### src/rtl/pwr_dom_pkg.sv
package pwr_dom_pkg;
  localparam int MAX_DOMAINS = 64;
  localparam int DOM_W = 6;
  localparam int GRP_W = 1;
  localparam int GRP_SIZE = 32;

  typedef enum logic [3:0] {
    RS_NONE, RS_GSTAT, RS_PON, RS_POFF, RS_ISR, RS_IER, RS_IMR, RS_DSTAT, RS_DERR
  } rdSelT;

  typedef enum logic [1:0] {DS_OFF, DS_ON, DS_UP, DS_DOWN} domStateT;

  typedef struct packed {
    logic onReq;
    logic offReq;
    logic isrClr;
    logic ierWr;
    logic imrWr;
    logic [DOM_W-1:0] dom;
    logic [GRP_W-1:0] grp;
    rdSelT rdSel;
  } strobeT;
endpackage

### src/rtl/pwr_dom_decode.sv
module pwr_dom_decode
  import pwr_dom_pkg::*;
#(
  parameter int NUM_DOMAINS = 64
) (
  input  logic        wrEn,
  input  logic [15:0] addr,
  input  logic        wrBit0,
  output strobeT      strobes
);
  localparam int NUM_GROUPS = NUM_DOMAINS / GRP_SIZE;

  logic domOk;
  logic grpOk;

  assign domOk = ({1'b0, addr[11:6]} < 7'(NUM_DOMAINS));
  assign grpOk = (int'(addr[2]) < NUM_GROUPS);

  always_comb begin
    strobes = '0;
    strobes.rdSel = RS_NONE;
    strobes.dom = addr[11:6];
    strobes.grp = addr[2];
    if (addr[15:12] == 4'h1 && domOk) begin
      case (addr[5:0])
        6'h00: strobes.rdSel = RS_DSTAT;
        6'h04: strobes.onReq = wrEn & wrBit0;
        6'h08: strobes.offReq = wrEn & wrBit0;
        6'h0C: strobes.rdSel = RS_DERR;
        default: ;
      endcase
    end else if (addr[15:8] == 8'h08 && addr[1:0] == 2'b00 && grpOk) begin
      case (addr[7:3])
        5'h00: strobes.rdSel = RS_PON;
        5'h01: strobes.rdSel = RS_POFF;
        5'h02: begin strobes.rdSel = RS_ISR; strobes.isrClr = wrEn; end
        5'h04: begin strobes.rdSel = RS_IER; strobes.ierWr = wrEn; end
        5'h06: begin strobes.rdSel = RS_IMR; strobes.imrWr = wrEn; end
        default: ;
      endcase
    end else if (addr == 16'h0000) begin
      strobes.rdSel = RS_GSTAT;
    end
  end
endmodule

### src/rtl/pwr_dom_core.sv
module pwr_dom_core
  import pwr_dom_pkg::*;
#(
  parameter int NUM_DOMAINS = 64,
  parameter int TRANS_CYCLES = 8
) (
  input  logic                   clk,
  input  logic                   rst,
  input  strobeT                 strobes,
  input  logic [31:0]            wrData,
  output logic [31:0]            rdData,
  output logic                   irq,
  output logic                   accepted,
  output logic                   busy,
  output logic [NUM_DOMAINS-1:0] ponV,
  output logic [NUM_DOMAINS-1:0] poffV,
  output logic [NUM_DOMAINS-1:0] isrV,
  output logic [NUM_DOMAINS-1:0] ierV,
  output logic [NUM_DOMAINS-1:0] imrV
);
  localparam int NUM_GROUPS = NUM_DOMAINS / GRP_SIZE;
  localparam int CNT_W = $clog2(TRANS_CYCLES + 1);
  localparam logic [CNT_W-1:0] CNT_LOAD = CNT_W'(TRANS_CYCLES - 1);

  logic [1:0]             busyCnt;
  logic [NUM_DOMAINS-1:0] upV, downV, doneV, errV, clrV;
  logic                   reqAny;
  logic                   inTrans;
  int                     grpIdx;
  int                     domIdx;

  assign domIdx  = int'(strobes.dom);
  assign grpIdx  = int'(strobes.grp);
  assign reqAny  = strobes.onReq | strobes.offReq;
  assign inTrans = upV[domIdx] | downV[domIdx];
  assign busy    = (busyCnt != 2'd0);
  assign accepted = reqAny & ~busy & ~inTrans;

  always_ff @(posedge clk) begin
    if (rst) busyCnt <= 2'd0;
    else if (accepted) busyCnt <= 2'd2;
    else if (busyCnt != 2'd0) busyCnt <= busyCnt - 2'd1;
  end

  for (genvar d = 0; d < NUM_DOMAINS; d++) begin : g_dom
    domStateT        state;
    logic [CNT_W-1:0] cnt;
    logic            hit;

    assign hit = reqAny && (domIdx == d);

    always_ff @(posedge clk) begin
      if (rst) begin
        state <= DS_OFF;
        cnt   <= '0;
        errV[d] <= 1'b0;
      end else begin
        if (hit) errV[d] <= ~accepted;
        if (hit && accepted) begin
          state <= strobes.onReq ? DS_UP : DS_DOWN;
          cnt   <= CNT_LOAD;
        end else if (state == DS_UP || state == DS_DOWN) begin
          if (cnt == '0) state <= (state == DS_UP) ? DS_ON : DS_OFF;
          else cnt <= cnt - 1'b1;
        end
      end
    end

    assign ponV[d]  = (state == DS_ON);
    assign poffV[d] = (state == DS_OFF);
    assign upV[d]   = (state == DS_UP);
    assign downV[d] = (state == DS_DOWN);
    assign doneV[d] = (upV[d] | downV[d]) && (cnt == '0);
  end

  for (genvar g = 0; g < NUM_GROUPS; g++) begin : g_grp
    assign clrV[g*GRP_SIZE +: GRP_SIZE] = (strobes.isrClr && grpIdx == g) ? wrData : '0;

    always_ff @(posedge clk) begin
      if (rst) begin
        ierV[g*GRP_SIZE +: GRP_SIZE] <= '0;
        imrV[g*GRP_SIZE +: GRP_SIZE] <= '0;
      end else begin
        if (strobes.ierWr && grpIdx == g) ierV[g*GRP_SIZE +: GRP_SIZE] <= wrData;
        if (strobes.imrWr && grpIdx == g) imrV[g*GRP_SIZE +: GRP_SIZE] <= wrData;
      end
    end
  end

  always_ff @(posedge clk) begin
    if (rst) isrV <= '0;
    else isrV <= (isrV & ~clrV) | (doneV & ierV);
  end

  assign irq = |(isrV & ierV & ~imrV);

  always_comb begin
    rdData = '0;
    case (strobes.rdSel)
      RS_GSTAT: rdData = {30'd0, busy ? 2'b00 : 2'b11};
      RS_PON:   rdData = ponV[grpIdx*GRP_SIZE +: GRP_SIZE];
      RS_POFF:  rdData = poffV[grpIdx*GRP_SIZE +: GRP_SIZE];
      RS_ISR:   rdData = isrV[grpIdx*GRP_SIZE +: GRP_SIZE];
      RS_IER:   rdData = ierV[grpIdx*GRP_SIZE +: GRP_SIZE];
      RS_IMR:   rdData = imrV[grpIdx*GRP_SIZE +: GRP_SIZE];
      RS_DSTAT: rdData = {19'd0, upV[domIdx], 3'd0, downV[domIdx], 3'd0,
                          ponV[domIdx], 3'd0, poffV[domIdx]};
      RS_DERR:  rdData = {31'd0, errV[domIdx]};
      default:  rdData = '0;
    endcase
  end
endmodule

### src/rtl/pwr_dom_regs.sv
module pwr_dom_regs
  import pwr_dom_pkg::*;
#(
  parameter int NUM_DOMAINS = 64,
  parameter int TRANS_CYCLES = 8
) (
  input  logic        clk,
  input  logic        rst,
  input  logic        wrEn,
  input  logic [15:0] addr,
  input  logic [31:0] wrData,
  output logic [31:0] rdData,
  output logic        irq
);
  strobeT strobes;
  logic   accepted;
  logic   busy;
  logic [NUM_DOMAINS-1:0] ponV, poffV, isrV, ierV, imrV;

  pwr_dom_decode #(.NUM_DOMAINS(NUM_DOMAINS)) u_decode (
    .wrEn(wrEn), .addr(addr), .wrBit0(wrData[0]), .strobes(strobes)
  );

  pwr_dom_core #(.NUM_DOMAINS(NUM_DOMAINS), .TRANS_CYCLES(TRANS_CYCLES)) u_core (
    .clk(clk), .rst(rst), .strobes(strobes), .wrData(wrData),
    .rdData(rdData), .irq(irq), .accepted(accepted), .busy(busy),
    .ponV(ponV), .poffV(poffV), .isrV(isrV), .ierV(ierV), .imrV(imrV)
  );
endmodule

### config.mk
export PLATFORM = sky130hd
export DESIGN_NAME = pwr_dom_regs
export DESIGN_NICKNAME = d
export VERILOG_FILES = /design/src/rtl/pwr_dom_pkg.sv /design/src/rtl/pwr_dom_decode.sv /design/src/rtl/pwr_dom_core.sv /design/src/rtl/pwr_dom_regs.sv
export SDC_FILE = /design/constraint.sdc
export NUM_CORES = 2
export LEC_CHECK = 0
export CORE_UTILIZATION = 54
export DETAILED_ROUTE_END_ITERATION = 10
export HOLD_SLACK_MARGIN = 0.15
export PLACE_DENSITY = 0.71
export REMOVE_ABC_BUFFERS = 1
export SYNTH_ARGS = -nofsm -noshare
export SYNTH_HDL_FRONTEND = slang
export SYNTH_SLANG_ARGS = --single-unit
### constraint.sdc
create_clock -name clk -period 4 [get_ports clk]
set_input_delay 0.6 -clock clk [delete_from_list [all_inputs] [get_ports clk]]
set_output_delay 0.6 -clock clk [all_outputs]
set_load 0.01 [all_outputs]
==> impl_metrics.json <==
{
  "r2r_slack_ns": 0.77,
  "failed_checks": "setup timing",
  "synth_largest_area_cell": "dfxtp_1",
  "rr_startpoint": "u_core.g_dom[19].state[0]",
  "cts-root-buf": "clkbuf_16",
  "power.density_nw_per_um2": 340,
  "core_region_area_sq_um": 63300,
  "viasPerCell": 6.45,
  "drt-initial-drc-count": 4572,
  "hold_path.class": "in -> reg",
  "cts.sinks": 642,
  "wl_mm": 136,
  "hold_path_end": "u_core.g_dom[44].cnt[0]",
  "multi_input_area_sq_um": 20200,
  "clk_path_buf_depth": 3,
  "io_buffers": 83,
  "finalCritPeriodShare": 1.00,
  "fmax_mhz": 250,
  "cp.required_ns": 3.40,
  "cts-buffers-inserted": 72,
  "die_y_um": 256,
  "hp-start": "rst",
  "overflow": 0,
  "post-route-min-period_ns": 4.01,
  "timing.hold.ws_ns": 0.413,
  "fin_setup_tns_ns": -0.00520,
  "syn2layout_area_growth_pct": 18.6,
  "place_hpwl_mm": 99.2,
  "hold_path_depth": 2,
  "synth.distinct_cells": 93,
  "synth_edf_count": 0,
  "fin_ws_ns": -0.00520,
  "drv_cap": 0,
  "antenna_left": 0,
  "skew_ns": 0.0257,
  "cp.arrival_ns": 3.41,
  "syn_inst": 4287,
  "grt_pass1_wl_mm": 202,
  "grt_pass1_vias": 32300,
  "route.detailed.drc": 0,
  "synth_flop_cell": "dfxtp_1",
  "n_fill_cell": 5499,
  "seqCellArea_sq_um": 12900,
  "endpoint_kind": "primary output",
  "pre_cts_ws_ns": -0.492,
  "post_drt_wl_per_cell_um": 25.0,
  "worst-setup-path-type": "reg -> out",
  "cts_tree": "built",
  "placed_cells": 5304,
  "num_rows": 92,
  "yosysSeqAreaShare": 0.370,
  "layout.nets": 4657,
  "status": "finished with violations",
  "antenna_found_initial": 5,
  "path_clk_slew_ns": 0.06,
  "synthArstFlopShare": 0,
  "post_synth.cell_area_avg_sq_um": 8.10,
  "dr.pass1.iters": 7,
  "timing_worst_slew_pin_value_ns": 1.12,
  "yosys_warnings": 0,
  "grt_max_degree": 169,
  "dr_total_vias": 35100,
  "htreeDepth": 3,
  "timing.rr.end": "u_core.g_dom[50].state[1]",
  "slew_viol_final": 0,
  "initial_core_util": 0.548,
  "die_w_um": 256,
  "track_usage": 0.404,
  "synth_top_area_share": 0.370,
  "p_leak_nw": 15.6,
  "cp_max_fo": 3,
  "syn_area_sq_um": 34700,
  "rsz0062_at_grt": "true",
  "vdd_drop_max_mv": 0.304,
  "ys_ff_latch": 642,
  "critPathLaunch": "u_core.imrV[50]",
  "synthTopCellsByCount": "dfxtp_1 (642), nand2_1 (560), a21oi_1 (542), nor2_1 (448), clkbuf_1 (210)",
  "slew_headroom": 0.250,
  "dieArea_sq_um": 65300,
  "insertion_delay_ns": 0.64,
  "fin_cells": 5447,
  "stdcell_area_sq_um": 41200,
  "finalHoldViolations": 0,
  "reg2regPathDepth": 11,
  "gp_congestion": 1.08,
  "setup_violations": 1,
  "cp-start-kind": "flop",
  "synth_area_leaders": "dfxtp_1 (37%), a21oi_1 (7.8%), nand2_1 (6.1%)",
  "synth_most_common_cell": "dfxtp_1",
  "place_area_sq_um": 38600,
  "drive_gt1_frac": 0.164,
  "pin_count": 84
}
[placed cells by master, fill, tap and decap left out, types with 54 or more instances in the layout]
cell type	netlist	routed
a21oi_1	542	541
a221oi_1	59	54
a22oi_1	83	83
a31oi_1	58	57
and3_1	71	70
buf_4	7	351
clkbuf_16	0	75
dfxtp_1	642	642
ha_1	65	65
inv_1	159	158
nand2_1	560	559
nand2b_1	78	77
nand3_1	62	61
nand3b_1	69	69
nand4_1	70	70
nor2_1	448	438
nor3_1	95	94
nor3b_1	54	54
nor4_1	65	64
o21ai_0	86	85
xnor2_1	142	142
[repair_timing]
item / in CTS / in global routing
pin swaps: 6 / 5
hold buffers: 0 / 0
endpoints found under the setup margin: 32 / 17
gates resized for setup: 54 / 36
setup buffers: 5 / 2
cloned: 2 / 0
[per-stage QoR]
stage               utilization  power [W]
floorplan                     -    0.00679
global placement          0.609    0.00736
detailed placement        0.609    0.00735
CTS                       0.649     0.0140
global route              0.650     0.0143
finish                    0.650     0.0140
[per-layer routing]
metal / part of all wire / global-route usage / up-vias
met5: 0.00031 / 0 / -
met4: 0.070 / 0.246 / 8
met3: 0.10 / 0.0706 / 521
met2: 0.44 / 0.625 / 2058
met1: 0.39 / 0.525 / 16600
li1: - / - / 15900
[report_power, final]
group / total (W) / leakage [nW] / switching (W) / internal (W)
Clock: 0.00674 / 1.17 / 0.00290 / 0.00383
Combinational: 0.000864 / 9.22 / 0.000564 / 0.000300
Sequential: 0.00639 / 5.17 / 0.0000000744 / 0.00639
Total: 0.0140 / 15.6 / 0.00347 / 0.0105
[worst max-delay path, cell delays in order, from the launching register on]
cell and delay [ns]:
dfxtp_1 0.35, and3b_1 0.30, a31oi_1 0.55, nand3_1 0.21, nor4_1 0.40, buf_4 0.21
nand4_1 0.08, buf_4 0.19, clkdlybuf4s50_1 0.47
[cell type report]
| class | count | area share |
|---|---|---|
| multi-input combinational | 3197 | 0.491 |
| inverter | 161 | 0.0147 |
| antenna | 3 | 0.000182 |
| sequential | 642 | 0.312 |
| timing repair buffer | 467 | 0.0986 |
| tap | 846 | 0.0257 |
| clock buffer | 104 | 0.0511 |
| clock inverter | 27 | 0.00623 |
[flip-flops by register name (all words and copies together), names as in the netlist]
name,flops
u_core.errV,64
u_core.imrV,64
u_core.g_dom.state,128
u_core.g_dom.cnt,256
u_core.busyCnt,2
u_core.isrV,64
u_core.ierV,64
[logic make-up (layout without fill, tap and decap cells)]
kind of cell | after synthesis | in the layout | share of synthesized area
buffers and inverters | 448 | 759 | 0.0545
adders and majority gates | 65 | 65 | 0.0234
DFF | 642 | 642 | 0.370
AOI/OAI and AO/OA | 1133 | 1133 | 0.221
muxes | 108 | 108 | 0.0439
xor gates and xnor gates | 178 | 178 | 0.0449
and+or+nand+nor | 1713 | 1713 | 0.242
other | 0 | 3 | 0
[how the worst max path moves through the flow]
stage / cells after the start / to
finish: 8 / irq
global route: 14 / rdData[6]
CTS: 13 / rdData[5]
detailed placement: 10 / rdData[5]
global placement: 10 / rdData[5]
floorplan: 7 / rdData[2]
Note: power is estimated with default switching activity, not from simulation.
